**config.mk**
```make
export PLATFORM = sky130hd
export DESIGN_NAME = baud_div_gen
export DESIGN_NICKNAME = d
export VERILOG_FILES = /design/src/rtl/bdg_pkg.sv /design/src/rtl/bdg_regs.sv /design/src/rtl/bdg_arm.sv /design/src/rtl/bdg_tick.sv /design/src/rtl/baud_div_gen.sv
export SDC_FILE = /design/constraint.sdc
export NUM_CORES = 1
export LEC_CHECK = 0
export CAP_MARGIN = 20
export CORE_MARGIN = 5
export CORE_UTILIZATION = 60
export CTS_BUF_LIST = sky130_fd_sc_hd__clkbuf_4 sky130_fd_sc_hd__clkbuf_8
export DETAILED_ROUTE_END_ITERATION = 8
export PLACE_DENSITY = 0.93
export SLEW_MARGIN = 20
export SYNTH_ARGS = -nofsm -noshare
export SYNTH_HDL_FRONTEND = slang
export SYNTH_SLANG_ARGS = --single-unit
```
**constraint.sdc**
```tcl
create_clock -name clk -period 5.4 [get_ports clk]
set_clock_uncertainty 0.05 [all_clocks]
set_input_delay 1.08 -clock clk [delete_from_list [all_inputs] [get_ports clk]]
set_output_delay 1.08 -clock clk [all_outputs]
set_load 0.005 [all_outputs]
```
**src/rtl/bdg_pkg.sv**
```systemverilog
package bdg_pkg;
  // Byte select on the register port.
  typedef enum logic {
    SEL_HI = 1'b0,
    SEL_LO = 1'b1
  } bdg_sel_e;
endpackage

```
**src/rtl/bdg_regs.sv**
```systemverilog
module bdg_regs
  import bdg_pkg::*;
#(
  parameter int DIV_W   = 13,
  parameter int BUS_W   = 8,
  parameter int RST_DIV = 4
) (
  input  logic             clk,
  input  logic             rst_n,
  input  logic             wr,
  input  logic             addr,
  input  logic [BUS_W-1:0] wdata,
  output logic [DIV_W-1:0] div,
  output logic             commit,
  output logic [BUS_W-1:0] rdata
);
  localparam int HI_W  = DIV_W - BUS_W;
  localparam int PAD_W = BUS_W - HI_W;

  logic [HI_W-1:0]  hold_q, hold_d;
  logic [DIV_W-1:0] div_q, div_d;
  logic             wr_hi, wr_lo;

  assign wr_hi  = wr && (bdg_sel_e'(addr) == SEL_HI);
  assign wr_lo  = wr && (bdg_sel_e'(addr) == SEL_LO);
  assign commit = wr_lo;

  always_comb begin
    hold_d = hold_q;
    div_d  = div_q;
    if (wr_hi) hold_d = wdata[HI_W-1:0];
    if (wr_lo) div_d  = {hold_q, wdata};
  end

  always_ff @(posedge clk or negedge rst_n) begin
    if (!rst_n) begin
      hold_q <= '0;
      div_q  <= DIV_W'(RST_DIV);
    end else begin
      if (wr_hi) hold_q <= hold_d;
      if (wr_lo) div_q  <= div_d;
    end
  end

  assign div   = div_q;
  assign rdata = (bdg_sel_e'(addr) == SEL_LO) ? div_q[BUS_W-1:0]
                                              : {{PAD_W{1'b0}}, div_q[DIV_W-1:BUS_W]};
endmodule

```
**src/rtl/bdg_arm.sv**
```systemverilog
module bdg_arm (
  input  logic clk,
  input  logic rst_n,
  input  logic tx_en,
  input  logic rx_en,
  output logic armed
);
  logic armed_q, armed_d;

  always_comb armed_d = armed_q | tx_en | rx_en;

  always_ff @(posedge clk or negedge rst_n) begin
    if (!rst_n)       armed_q <= 1'b0;
    else if (!armed_q) armed_q <= armed_d;
  end

  assign armed = armed_q;
endmodule

```
**src/rtl/bdg_tick.sv**
```systemverilog
module bdg_tick #(
  parameter int DIV_W = 13
) (
  input  logic             clk,
  input  logic             rst_n,
  input  logic             armed,
  input  logic             restart,
  input  logic [DIV_W-1:0] div,
  output logic             tick
);
  localparam logic [DIV_W-1:0] ONE = DIV_W'(1);

  logic [DIV_W-1:0] cnt_q, cnt_d;
  logic             run, last;

  assign run  = armed && (div != '0);
  assign last = (cnt_q == div - ONE);

  always_comb begin
    if (restart || !run || last) cnt_d = '0;
    else                         cnt_d = cnt_q + ONE;
  end

  always_ff @(posedge clk or negedge rst_n) begin
    if (!rst_n) cnt_q <= '0;
    else        cnt_q <= cnt_d;
  end

  assign tick = run && last;
endmodule

```
**src/rtl/baud_div_gen.sv**
```systemverilog
module baud_div_gen #(
  parameter int DIV_W   = 13,
  parameter int BUS_W   = 8,
  parameter int RST_DIV = 4
) (
  input  logic             clk,
  input  logic             rst_n,
  input  logic             reg_wr,
  input  logic             reg_addr,
  input  logic [BUS_W-1:0] reg_wdata,
  output logic [BUS_W-1:0] reg_rdata,
  input  logic             tx_en,
  input  logic             rx_en,
  input  logic             narrow_ir,
  output logic             tick,
  output logic             odd_div_err
);
  logic [DIV_W-1:0] div_act;
  logic             commit;
  logic             armed;

  bdg_regs #(.DIV_W(DIV_W), .BUS_W(BUS_W), .RST_DIV(RST_DIV)) u_regs (
    .clk    (clk),
    .rst_n  (rst_n),
    .wr     (reg_wr),
    .addr   (reg_addr),
    .wdata  (reg_wdata),
    .div    (div_act),
    .commit (commit),
    .rdata  (reg_rdata)
  );

  bdg_arm u_arm (
    .clk   (clk),
    .rst_n (rst_n),
    .tx_en (tx_en),
    .rx_en (rx_en),
    .armed (armed)
  );

  bdg_tick #(.DIV_W(DIV_W)) u_tick (
    .clk     (clk),
    .rst_n   (rst_n),
    .armed   (armed),
    .restart (commit),
    .div     (div_act),
    .tick    (tick)
  );

  assign odd_div_err = narrow_ir & div_act[0];
endmodule

```
==> summary.txt <==
Status
  – Status: finished clean

Yosys
  – Synth warn: 0
  – Average size of a mapped cell: 10.7 µm²
  – Number of library cell types mapped by synthesis: 39
  – FF+latch count, synth: 32
  – Syn Std Cell Area: 0.00190 mm²
  – Net Count, Synth: 195
  – Synth Instances: 177
  – Sequential area share after synthesis: 0.422

Drt
  – Final wirelength: 4.21 mm
  – Routed WL per cell: 17.2 µm
  – Vias: 1492
  – Drt via density: 6.09
  – # DRC: 0
  – Number of nets still failing antenna checks after routing: 0
  – DRT iter0 DRCs: 127
  – TritonRoute pass-1 iters: 4

Placed design
  – Post-DP HPWL: 3.05 mm
  – Placed Instances: 237
  – IO Port Bufs: 24
  – GP Congestion: 0.840

STA
  – Fmax achieved: 208 MHz
  – Min Hold Slack: 463 ps
  – Total negative slack: 0 ps
  – Part of the cycle the worst path needs: 0.889
  – Relative max-transition margin: 0.457
  – Least-Margin Pin Slew: 813 ps
  – RSZ-0062 raised after global routing: no
  – Final Hold Viols: 0
  – Tmin final: 4800 ps
  – Slew Viols, Final: 0
  – Final Setup Violations: 0

Power and ir drop
  – PD cells: 313 mW/mm²
  – Pleak: 0.927 nW
  – Total power draw: 698 µW
  – Peak supply drop: 261 µV

Global route
  – Largest net degree at the start of global routing: 33
  – GR peak layer: met2
  – Gr usage total: 0.218
  – Met1 usage: 0.259
  – Number of global-route vias before repair: 1512
  – Initial antenna violation count: 0
  – First-pass GRT wire length: 7.09 mm
  – Global route total overflow: 0
  – Global Route met3 Usage: 0.0578
  – GR met2 Demand/Resource: 0.357

Clocking
  – CTS tree: yes
  – H-tree depth: 2
  – CTS Hold Bufs: 0
  – Clock latency on the worst-skew pair: 350 ps
  – Post-CTS Repair Setup Buffers: 0
  – # resized after CTS: 0
  – Clk pin slew, worst setup/hold paths: 100 ps
  – Root buf cell: clkbuf_4
  – Total CTS buffers: 5
  – CTS Sinks: 32
  – Clock buffer depth: 2

Finish
  – Fill count: 215
  – Layout Nets: 218
  – Synth-to-Final Area Change: 17.2%
  – # diodes: 0
  – Ratio of cells with drive above 1 in the final layout: 0.209
  – Post-route insts no fill: 245

Worst setup path
  – WP data required: 4270 ps
  – R2R Path End: u_tick.cnt_q[8]
  – Critical Path Sink: tick
  – Setup CP Type: reg2out
  – Critical path origin: u_regs.div[0]
  – FF-to-FF Start: u_regs.div[0]
  – Startpoint class of the critical path: flop
  – Arrival @ worst endpoint: 3670 ps
  – Crit Path Max Fanout: 14
  – Worst Setup End Kind: output port
  – R2R depth: 8
  – R2R Setup Slk: 2460 ps

Floorplanning
  – Core Footprint: 0.00305 mm²
  – I/O pin total: 25
  – Chip Width: 66.3 µm
  – Initial core utilization: 0.623
  – Rows: 20
  – Die height: 66.3 µm
  – Die area: 0.00440 mm²

Hold path
  – Worst min-delay path category: reg2reg

Job
  – MaxCap Viol Count: 0
==> layout by cell type (no fill, tap or decap), drive strengths merged, types with 5 or more instances in the layout <==
| cell type | Yosys | routed |
|---|---|---|
| mux2 | 23 | 23 |
| xnor2 | 9 | 9 |
| nor3 | 10 | 10 |
| clkdlybuf4s50 | 0 | 24 |
| xor2 | 19 | 19 |
| nand3 | 13 | 13 |
| nor4 | 5 | 5 |
| clkbuf | 5 | 5 |
| nor2 | 13 | 13 |
| nand2 | 5 | 5 |
| and2 | 8 | 8 |
| dfrtp | 31 | 31 |
==> Yosys cell counts, drive strengths merged <==
cell / n / area [µm²]
xor2: 19 / 166
nor3: 10 / 55.1
mux2: 23 / 259
o211ai: 1 / 7.51
and3: 1 / 6.26
o21ai: 1 / 5.00
dfrtp: 31 / 776
xnor2: 9 / 78.8
clkbuf: 5 / 18.8
nand4: 2 / 12.5
a21oi: 1 / 5.00
or3: 3 / 23.8
o31a: 2 / 17.5
a32o: 1 / 10.0
a211oi: 1 / 7.51
o21a: 1 / 7.51
nor4: 5 / 52.6
nand3b: 1 / 7.51
a21o: 1 / 7.51
and4bb: 1 / 12.5
ha: 3 / 37.5
and2: 8 / 50.1
nor2: 13 / 48.8
dfstp: 1 / 26.3
or4b: 1 / 10.0
nand2: 5 / 18.8
buf: 4 / 37.5
or3b: 1 / 8.76
nor2b: 3 / 18.8
a31oi: 1 / 6.26
nand3: 13 / 65.1
inv: 2 / 7.51
or4: 3 / 30.0
==> power by group <==
part           switching [mW]  internal [mW]
registers              0.0554          0.275
clock network          0.0878         0.0964
logic                  0.0777          0.106
==> sequential cells by signal, indices dropped and copies added (netlist names) <==
signal,cells
u_arm.armed,1
u_regs.div,13
u_regs.hold_q,5
u_tick.cnt_q,13
==> worst max-delay path, cell delays in order, from the launching register on <==
cell,delay [ps]
dfrtp_1,470
inv_1,110
ha_1,210
or3b_2,520
nor4_1,290
xnor2_1,170
nand4_1,160
nor4_4,680
and2_1,220
clkdlybuf4s50_1,500
==> cell type report <==
| class | instances | area [µm²] | area share |
|---|---|---|---|
| Clock inverter | 3 | 42.5 | 0.0191 |
| Multi-Input combinational cell | 134 | 1040 | 0.465 |
| Sequential cell | 32 | 802 | 0.360 |
| Tap cell | 44 | 55.1 | 0.0247 |
| Inverter | 2 | 7.51 | 0.00337 |
| Clock buffer | 5 | 37.5 | 0.0168 |
| Timing Repair Buffer | 25 | 248 | 0.111 |
==> kinds of logic (layout without fill, tap and decap cells) <==
family,after synthesis,count (layout),share of synthesized area
AND/OR/NAND/NOR,70,70,0.221
flip-flops,32,32,0.422
XOR/XNOR,28,28,0.129
multiplexers,23,23,0.136
buffers and inverters,11,35,0.0336
AO/OA/AOI/OAI,10,10,0.0388
adder cells (fa/ha/maj),3,3,0.0197
==> routing by layer <==
layer  vias to the layer above  routed length, µm
met5                         -                  0
met4                         0                136
met3                        16                314
met2                        76               2130
met1                       730               1620
li1                        670                  -
==> worst min path at each step <==
stage | startpoint | endpoint | slack [ps] | cells past startpoint
CTS | u_regs.hold_q[2] | u_regs.hold_q[2] | 470 | 1
global placement | u_arm.armed | u_arm.armed | 430 | 1
global route | u_regs.hold_q[2] | u_regs.hold_q[2] | 490 | 1
detailed placement | u_regs.hold_q[2] | u_regs.hold_q[2] | 440 | 1
finish | u_regs.hold_q[2] | u_regs.hold_q[2] | 460 | 1
floorplan | u_arm.armed | u_arm.armed | 390 | 1
==> metrics by stage <==
step                      instance area, µm²  setup WS (ps)  utilization
after floorplan                         1900           2060            -
after global placement                  2150           1190        0.704
after detailed placement                2150           1020        0.704
after CTS                               2230            611        0.730
after global routing                    2230            376        0.730
final                                   2230            599        0.730
No activity file was read; power rests on OpenSTA's default activity.
